[src/rtl/idx_ea_calc.sv]
module idx_ea_calc #(
  parameter int AW = 32
) (
  input  logic          clk,
  input  logic          rst_n,
  input  logic          start,
  input  logic          pc_base,
  input  logic [AW-1:0] areg_val,
  input  logic [AW-1:0] pc_val,
  input  logic          ext_valid,
  output logic          ext_ready,
  input  logic [15:0]   ext_data,
  output logic          rf_is_addr,
  output logic [2:0]    rf_num,
  input  logic [AW-1:0] rf_data,
  output logic          mem_req,
  output logic [AW-1:0] mem_addr,
  input  logic          mem_ack,
  input  logic          mem_err,
  input  logic [AW-1:0] mem_rdata,
  output logic          busy,
  output logic          done,
  output logic [AW-1:0] ea,
  output logic          illegal,
  output logic          fault
);
  typedef enum logic [2:0] {S_IDLE, S_EXT, S_BDH, S_BDL, S_IDX, S_MEM, S_ODH, S_ODL} st_t;

  st_t           st;
  logic [15:0]   ew;
  logic [15:0]   hi;
  logic [AW-1:0] acc;
  logic          memd;

  wire xfer = ext_valid & ext_ready;
  wire is_full = ew[8];
  wire post = ew[2];
  wire [1:0] od = ew[1:0];

  wire [AW-1:0] d8   = AW'($signed(ext_data[7:0]));
  wire [AW-1:0] d16  = AW'($signed(ext_data));
  wire [AW-1:0] d32  = AW'($signed({hi, ext_data}));
  wire [AW-1:0] raw  = ew[11] ? rf_data : AW'($signed(rf_data[15:0]));
  wire [AW-1:0] idx  = raw << ew[10:9];
  wire          use_idx = !is_full || !ew[6];

  assign ext_ready  = (st == S_EXT) || (st == S_BDH) || (st == S_BDL) || (st == S_ODH) || (st == S_ODL);
  assign mem_req    = (st == S_MEM);
  assign mem_addr   = acc;
  assign busy       = (st != S_IDLE);
  assign ea         = acc;
  assign rf_is_addr = ew[15];
  assign rf_num     = ew[14:12];

  always_ff @(posedge clk or negedge rst_n) begin
    if (!rst_n) begin
      st      <= S_IDLE;
      ew      <= '0;
      hi      <= '0;
      acc     <= '0;
      memd    <= 1'b0;
      done    <= 1'b0;
      illegal <= 1'b0;
      fault   <= 1'b0;
    end else begin
      done    <= 1'b0;
      illegal <= 1'b0;
      fault   <= 1'b0;
      case (st)
        S_IDLE: if (start) begin
          acc  <= pc_base ? pc_val : areg_val;
          memd <= 1'b0;
          st   <= S_EXT;
        end
        S_EXT: if (xfer) begin
          ew <= ext_data;
          if (!ext_data[8]) begin
            acc <= acc + d8;
            st  <= S_IDX;
          end else if (ext_data[5:4] == 2'b00 || (ext_data[2] && ext_data[1:0] == 2'b00)) begin
            illegal <= 1'b1;
            st      <= S_IDLE;
          end else begin
            if (ext_data[7]) acc <= '0;
            case (ext_data[5:4])
              2'b10:   st <= S_BDL;
              2'b11:   st <= S_BDH;
              default: st <= ext_data[2] ? S_MEM : S_IDX;
            endcase
          end
        end
        S_BDH: if (xfer) begin
          hi <= ext_data;
          st <= S_BDL;
        end
        S_BDL: if (xfer) begin
          acc <= acc + (ew[4] ? d32 : d16);
          st  <= post ? S_MEM : S_IDX;
        end
        S_IDX: begin
          if (use_idx) acc <= acc + idx;
          if (!is_full || od == 2'b00) begin
            done <= 1'b1;
            st   <= S_IDLE;
          end else if (!memd) begin
            st <= S_MEM;
          end else begin
            case (od)
              2'b10:   st <= S_ODL;
              2'b11:   st <= S_ODH;
              default: begin done <= 1'b1; st <= S_IDLE; end
            endcase
          end
        end
        S_MEM: if (mem_ack) begin
          if (mem_err) begin
            fault <= 1'b1;
            st    <= S_IDLE;
          end else begin
            acc  <= mem_rdata;
            memd <= 1'b1;
            if (post) st <= S_IDX;
            else begin
              case (od)
                2'b10:   st <= S_ODL;
                2'b11:   st <= S_ODH;
                default: begin done <= 1'b1; st <= S_IDLE; end
              endcase
            end
          end
        end
        S_ODH: if (xfer) begin
          hi <= ext_data;
          st <= S_ODL;
        end
        S_ODL: if (xfer) begin
          acc  <= acc + (ew[0] ? d32 : d16);
          done <= 1'b1;
          st   <= S_IDLE;
        end
        default: st <= S_IDLE;
      endcase
    end
  end
endmodule

[config.mk]
export PLATFORM = sky130hd
export DESIGN_NAME = idx_ea_calc
export DESIGN_NICKNAME = d
export VERILOG_FILES = /design/src/rtl/idx_ea_calc.sv
export SDC_FILE = /design/constraint.sdc
export NUM_CORES = 1
export LEC_CHECK = 0
export BUFFER_PORTS_ARGS = -buffer_cell sky130_fd_sc_hd__buf_4
export CORE_ASPECT_RATIO = 0.6
export CORE_MARGIN = 2
export CORE_UTILIZATION = 60
export DETAILED_ROUTE_END_ITERATION = 10
export PLACE_DENSITY = 0.89
export SLEW_MARGIN = 20
export SYNTH_ARGS = -nofsm -noshare
export SYNTH_HDL_FRONTEND = slang
export SYNTH_SLANG_ARGS = --single-unit
[constraint.sdc]
create_clock -name clk -period 11.1 [get_ports clk]
set_input_delay 1.665 -clock clk [delete_from_list [all_inputs] [get_ports clk]]
set_output_delay 1.665 -clock clk [all_outputs]
set_load 0.02 [all_outputs]
==> results of run 1 <==
==> state kept, by name, summed over array words and instances, names as in the netlist <==
register  count
illegal       1
hi           16
memd          1
done          1
fault         1
ew           13
ea           32
st            3
==> cell families (layout without fill, tap and decap cells) <==
logic type                 after synthesis  after routing  share of synthesized area (%)
muxes                                  107            107                           12.8
xor gates and xnor gates                50             50                           5.06
buffers and inverters                  124            276                           7.05
adders and majority gates               66             66                           9.71
DFF                                     68             68                           19.7
AOI/OAI and AO/OA                      438            438                           31.5
and+or+nand+nor                        268            268                           14.1
==> area by class of cell <==
type,instances,area share [%]
multi-input combinational,929,61.0
timing repair buffer,234,16.9
sequential,68,16.3
tap,192,2.30
clock buffer,9,2.15
inverter,26,0.934
clock inverter,7,0.491
==> worst register-to-register path, delay by kind of cell, from the launching register on <==
kind / cells / cell delay (ns)
AO/OA/AOI/OAI: 11 / 2.53
AND/OR/NAND/NOR: 2 / 0.98
flip-flops: 1 / 0.65
adder cells (fa/ha/maj): 1 / 0.28
==> placed cells by master, fill, tap and decap left out, drive strengths merged, types with 9 or more instances in the layout <==
cell type / netlist / final
buf: 55 / 234
a21oi: 166 / 166
nand2: 116 / 116
o21ai: 92 / 92
mux2i: 74 / 74
dfrtp: 68 / 68
ha: 64 / 64
nor2: 55 / 55
a21o: 39 / 39
mux2: 33 / 33
xnor2: 28 / 28
inv: 25 / 27
a31oi: 23 / 23
xor2: 22 / 22
nand3: 20 / 20
o211ai: 19 / 19
a211oi: 19 / 19
nor3: 18 / 18
nand2b: 17 / 17
a221oi: 12 / 12
o22ai: 9 / 9
clkbuf: 43 / 9
==> stage by stage <==
stage	util, %	power, mW	hold slack, ns	cells
final	75.3	4.03	0.510	1465
after floorplan	-	2.86	0.450	1121
after detailed placement	73.2	3.62	0.495	1448
after global placement	73.2	3.56	0.475	1448
after CTS	75.2	3.92	0.512	1464
after global routing	75.3	4.31	0.529	1465
==> path summary, 6_finish.rpt <==
path	startpoint	endpoint	slack (ns)
worst min-delay path	hi[7]	hi[7]	0.51
worst min register to register	hi[7]	hi[7]	0.51
worst max register to register	st[0]	ea[27]	6.50
worst max-delay path	rf_data[15]	ea[27]	6.20
min in group asynchronous	rst_n	fault	1.45
max in group asynchronous	rst_n	ea[6]	9.02
==> power breakdown <==
| group | leakage [nW] | internal [mW] | switching, mW | total, mW |
|---|---|---|---|---|
| clock | 0.132 | 0.153 | 0.126 | 0.279 |
| combinational | 3.99 | 1.26 | 1.91 | 3.17 |
| sequential | 0.828 | 0.377 | 0.200 | 0.577 |
| total | 4.95 | 1.79 | 2.24 | 4.03 |
==> routing by layer <==
layer	up-vias	global-route usage, %	wire [um]
met2	680	57.4	12900
met3	84	10.9	4280
met4	0	8.39	670
met1	4502	53.2	12500
li1	4450	-	-
met5	-	0	0
==> metrics, run 1 <==
status complete, no violations; top post-synthesis cells by count a21oi_1, nand2_1, o21ai_0; die area roughly 0.015 mm2; stages on the worst setup path 13; ANT nets after route 0; DR DRC count 0; Post-CTS Hold Buffers 0; clk_lat worst skew about 0.34 ns; first-pass GRT wire length 47.3 mm; share of cells above drive strength 1 between 20% and 30%; skew final 0.00905 ns; WL final just over 30 mm; pre-CTS setup slack 6.01 ns; post-synthesis average cell area approximately 7.7 um2; Ys Warns 0; DR WL/cell approximately 21 um; largest cells by area after synthesis dfrtp_1, a21oi_1, ha_1, mux2i_1, nand2_1; Ant. Diodes 0; Die Ht approximately 97 um; Final min period 4.90 ns; Post-Synthesis Cells ~1100; Rows 33; Top FF cell, synth dfrtp_1; Setup TNS 0 ns; Worst R2R Path Depth 14; Sequential Area between 0.0015 and 0.002 mm2; net count after synthesis around 1300; RD Place Congestion approximately 0.98; hold path depth 1; family with the most delay on the worst path compound AO/OA/AOI/OAI gates; area of the core 0.0139 mm2; startpoint types input port; Post-CTS Setup Inserts 0; worst slew pin tran 1.01 ns; #FFs+latches synth 68; Post-synth ARST share 100%; Design Area, Final 0.0105 mm2; 1st-pass router iterations 7; largest net degree at the start of global routing 69; Vias per Instance around 6.6; Netlist cell types 73; maxcap violations 0; Worst path max stage delay just under 0.8 ns; final worst path period share between 40 and 50%; post-synth top area cell dfrtp_1; Initial Utilization 62.4%; critical path type input port to register; # setup viols final 0; Mapped Area just under 0.009 mm2; Pleak a little under 5 nW; area grow syn2layout 20.7%; Slew Limit Headroom about a third; initial antenna violation count 0; Post-synth EDFFs 0; PnR worst setup slack ~6.2 ns; 1st-iter DRT viols roughly 1300; HP Class register to register; Max Clock Freq a little over 0.2 GHz; top-count cell post-synth a21oi_1; clk buf depth 2; PD cells ~390 mW/mm2; max-slew violation count 0; CTS tree yes; post-synth top area share about a fifth; final hold violation count 0; post-synthesis sequential area ratio 19.7%; clock root buffer master clkbuf_16; total number of vias between 9000 and 10000; CP max-delay cell nor2_1; CP bufs+invs 1; number of CTS-inserted buffers 9; vias in the first global route ~9000; io pins 225; GR Overflow Total 0; H-tree depth 3; Max VDD drop 0.000207 V; Multi-input gate area roughly 0.0064 mm2; maximum fanout along the worst path 15; RSZ-0062 raised after global routing false; Resize count post-CTS 0; clock slew at reported path FFs 0.07 ns; final-stage net count 1485; placed inst area a little over 0.01 mm2; crit path capture type register; arrival time worst endpoint slightly above 5 ns; CP Data Required Time 11.30 ns; crit path cell chain buf_4 > nor2_1 > a21oi_1 > a21oi_1 > o21ai_0 > ha_1 > a21o_1 > a41oi_1 > a21oi_1 > o22ai_1 > o21ai_0 > a2111oi_0 > o21ai_0; All-Layer GR Usage 37.7%; DP HPWL 22.7 mm; die extent in x between 150 and 200 um; filler cell count ~1100; I/O Buffers 224; # clock sinks 68
Note: power is estimated with default switching activity, not from simulation.
==> run 2: changes to the inputs <==
Settings changed: CORE_UTILIZATION 60 to 50, PLACE_DENSITY 0.89 to 0.79.
Clock period 11.1 ns to 4.5 ns, I/O delays scaled along.
==> metrics, run 2 (same netlist as run 1, synthesis figures left out) <==
status complete, no violations; PD cells ~940 mW/mm2; Die Ht 106 um; ANT nets after route 0; DP HPWL between 20 and 25 mm; Sw Ratio between 50% and 60%; worst slew pin tran roughly 0.96 ns; clk buf depth 2; RR Startpoint st[0]; HP Class input port to asynchronous set/reset pin; Sequential Area about 0.0017 mm2; Worst R2R End ea[27]; H-tree depth 3; Worst R2R Path Depth 15; final worst path period share between 90% and 100%; 1st-pass router iterations 5; skew final ~0.0092 ns; # setup viols final 0; area of the core 0.0170 mm2; clock root buffer master clkbuf_16; die extent in x 174 um; Max Clock Freq 0.246 GHz; Post-CTS Setup Inserts 0; total number of vias 9534; critical path type register to register; commonest non-fill, non-tap cell in the layout buf_4; Clock power frac 7.6%; # clock sinks 68; vias in the first global route between 8000 and 9000; startpoint types register; Pint 4.51 mW; Rows 37; sequential group share of total power 14.1%; initial antenna violation count 0; net switching power roughly 5.5 mW; crit path capture type register; Setup TNS 0 ns; WL final around 30 mm; DR WL/cell approximately 20 um; Pleak about 5.0 nW; first-pass GRT wire length approximately 47 mm; Multi-input gate area 0.00636 mm2; CP Data Required Time 4.71 ns; largest net degree at the start of global routing 69; max reg flops 32; filler cell count between 1500 and 2000; Resize count post-CTS 0; Slew Limit Headroom between 30% and 40%; CP Capture Point ea[27]; max-slew violation count 0; Post-CTS Hold Buffers 0; crit path from st[0]; number of CTS-inserted buffers 9; clk_lat worst skew 0.34 ns; setup slack, reg-to-reg about 0.43 ns; Initial Utilization roughly 51%; arrival time worst endpoint about 4.3 ns; 1st-iter DRT viols between 1000 and 1500; I/O Buffers around 220; final core utilization between 60 and 70%; All-Layer GR Usage roughly a third; share of cells above drive strength 1 between 20% and 30%; Max VDD drop between 0.0004 and 0.0005 V; Ant. Diodes 0; clock slew at reported path FFs around 0.070 ns; final-stage net count approximately 1500; GR Overflow Total 0; maximum fanout along the worst path 22; Final min period ~4.1 ns; Comb pwr share ~80%; most frequent cells in the layout buf_4, a21oi_1, nand2_1; Vias per Instance about 6.3; RD Place Congestion 1.01; maxcap violations 0; io pins 225; die area ~0.018 mm2; DR DRC count 0; CTS tree yes; RSZ-0062 raised after global routing false; area grow syn2layout 22.5%; final hold violation count 0
==> run 2: changes by cell type in the layout (fill, tap and decap cells not counted) <==
cell	change
buf_8	-1
buf_4	+12
inv_8	+1
clkinv_4	+1
clkinvlp_4	-1
clkinv_2	-2
nor3_2	+1
bufinv_16	+1
nor3_4	-1
==> run 2: stage by stage <==
stage | hold WS, ns | total power, mW | instances | setup slack, ns | instance area, um2
5_1_grt | 0.521 | 10.8 | 1518 | 0.0888 | 10600
4_1_cts | 0.493 | 9.86 | 1518 | 0.509 | 10600
3_3_place_gp | 0.469 | 8.98 | 1502 | 0.684 | 10300
3_5_place_dp | 0.479 | 9.05 | 1502 | 0.550 | 10300
2_1_floorplan | 0.379 | 7.05 | 1121 | 0.773 | 8660
6_report | 0.482 | 10.0 | 1518 | 0.432 | 10600
==> run 2: layer usage <==
layer	global-route usage [%]	wire (um)	share of wire [%]
met1	46.8	13400	45
met2	47.2	12600	42
met3	7.73	3450	12
met4	6.78	458	1.5
met5	0	0	0
==> run 2: power by group through the flow <==
stage / clock [mW] / sequential [mW] / combinational (mW)
floorplan: 0 / 1.37 / 5.69
global placement: 0 / 1.40 / 7.59
detailed placement: 0 / 1.40 / 7.65
CTS: 0.772 / 1.40 / 7.70
global route: 0.794 / 1.46 / 8.55
finish: 0.764 / 1.41 / 7.84
==> run 2: critical path, cell delays in order (launching register included) <==
cell and delay [ns]:
dfrtp_1 0.37, buf_4 0.21, nand2b_2 0.24, a21oi_1 0.16
a21oi_1 0.06, nor2b_2 0.52, a221o_1 0.21, ha_1 0.27
a21oi_1 0.33, o211ai_1 0.16, a41oi_1 0.35, a21oi_1 0.11
o22ai_1 0.26, o21ai_0 0.14, a2111oi_0 0.38, o21ai_0 0.15
==> run 2: final cells by class <==
class,instances,share of cell area (%)
Sequential cell,68,16.0
Timing Repair Buffer,245,17.3
Multi-Input combinational cell,929,60.0
Clock buffer,9,2.12
Clock inverter,7,0.790
Tap cell,234,2.76
Inverter,26,0.920
==> run 2: how the worst min path moves through the flow <==
| stage | from | slack [ns] | end | depth (start not counted) |
|---|---|---|---|---|
| floorplan | rst_n | 0.38 | done | 0 |
| global placement | hi[5] | 0.47 | hi[5] | 2 |
| detailed placement | hi[4] | 0.48 | hi[4] | 2 |
| CTS | hi[4] | 0.49 | hi[4] | 2 |
| global route | hi[5] | 0.52 | hi[5] | 2 |
| finish | rst_n | 0.48 | memd | 1 |
==> run 3: changes to the inputs <==
Settings changed: RECOVER_POWER set to 25.
==> metrics, run 3 (same netlist as run 1, synthesis figures left out) <==
status complete, but fails checks; failing checks capacitance limit, slew limit; startpoint types register; die extent in x around 170 um; Rows 37; io pins 225; total number of vias ~9500; Vias per Instance 6.26; clk buf depth 2; skew final 0.00886 ns; All-Layer GR Usage a little under a third; max reg flops 32; WL final ~30 mm; max-slew violation count 69; Pleak approximately 5 nW; clock root buffer master clkbuf_16; Clock power frac 7.6%; Max VDD drop 0.000412 V; arrival time worst endpoint 4.32 ns; first-pass GRT wire length ~47 mm; Final min period just over 4 ns; filler cell count around 1600; Ant. Diodes 0; CTS tree yes; DR DRC count 0; post-route insts no fill ~1500; PnR worst setup slack approximately 0.40 ns; total power between 10 and 15 mW; Post-CTS Setup Inserts 0; critical path type register to register; Post-CTS Hold Buffers 0; Die Ht 106 um; RD Place Congestion 1.01; GR Overflow Total 0; final hold violation count 0; worst slew pin tran 1.88 ns; DR WL/cell 19.7 um; final worst path period share between 90 and 100%; final-stage net count 1496; clock slew at reported path FFs roughly 0.07 ns; maxcap violations 1; final core utilization between 60 and 70%; # setup viols final 0; number of CTS-inserted buffers 9; maximum fanout along the worst path 22; Sw Ratio around 55%; crit path capture type register; share of cells above drive strength 1 between 20% and 30%; sequential group share of total power between 10% and 20%; 1st-iter DRT viols between 1000 and 1500; commonest non-fill, non-tap cell in the layout buf_4; I/O Buffers approximately 220; area grow syn2layout 22.4%; die area ~0.018 mm2; Multi-input gate area about 0.0064 mm2; 1st-pass router iterations 6; Pint approximately 4.5 mW; Resize count post-CTS 0; area of the core 0.0170 mm2; largest net degree at the start of global routing between 60 and 70; Max Clock Freq around 0.24 GHz; Comb pwr share between 70 and 80%; CP Data Required Time between 4 and 5 ns; # clock sinks 68; RSZ-0062 raised after global routing false; PD cells 945 mW/mm2; net switching power 5.50 mW; Placed Cells around 1500; Setup TNS 0 ns; ANT nets after route 0; vias in the first global route slightly below 9000; clk_lat worst skew 0.34 ns; H-tree depth 3; Slew Limit Headroom -25.5%; Initial Utilization 50.8%; Sequential Area roughly 0.0017 mm2; most frequent cells in the layout buf_4, a21oi_1, nand2_1; pre-CTS setup slack 0.550 ns; initial antenna violation count 0; DP HPWL ~23 mm; HP Class register to register
==> run 3: worst paths after layout <==
check	from	to	slack [ns]	cells past startpoint
setup / recovery	st[0]	ea[27]	0.40	15
hold / removal	hi[4]	hi[4]	0.50	2
max in group asynchronous	rst_n	ew[12]	2.54	1
min in group asynchronous	rst_n	memd	0.85	1
setup reg to reg	st[0]	ea[27]	0.40	15
hold reg to reg	hi[4]	hi[4]	0.50	2
==> run 3: power groups by stage <==
stage | logic (mW) | registers [mW] | clock network [mW]
after global routing | 8.55 | 1.46 | 0.794
after floorplan | 5.69 | 1.37 | 0
final | 7.84 | 1.41 | 0.764
after global placement | 7.59 | 1.40 | 0
after detailed placement | 7.65 | 1.40 | 0
after CTS | 7.70 | 1.40 | 0.772
==> run 3: area by class of cell <==
class / count / area share, %
clock buffer: 9 / 2.12
clock inverter: 7 / 0.791
inverter: 26 / 0.920
multi-input combinational: 929 / 60.0
sequential: 68 / 16.0
tap: 234 / 2.76
timing repair buffer: 245 / 17.3
==> run 3: critical path: stages (launching register included) <==
cell	delay [ns]
dfrtp_1	0.37
buf_4	0.21
nand2b_2	0.24
a21oi_1	0.17
a21oi_1	0.07
nor2b_2	0.52
a221o_1	0.21
ha_1	0.27
a21oi_1	0.33
o211ai_1	0.18
a41oi_1	0.35
a21oi_1	0.11
o22ai_1	0.26
o21ai_0	0.14
a2111oi_0	0.38
o21ai_0	0.15
==> run 3: routing by layer <==
layer	up-vias	share of wire, %	wire length (um)	global-route usage [%]
li1	4476	-	-	-
met1	4438	45	13500	46.8
met2	542	42	12500	47.2
met3	49	11	3370	7.73
met4	0	1.8	535	6.78
met5	-	0	0	0
==> run 3: metrics by stage <==
step                hold slack, ns  instance area, um2
detailed placement           0.479               10300
CTS                          0.493               10600
global route                 0.521               10600
floorplan                    0.379                8660
global placement             0.469               10300
finish                       0.499               10600
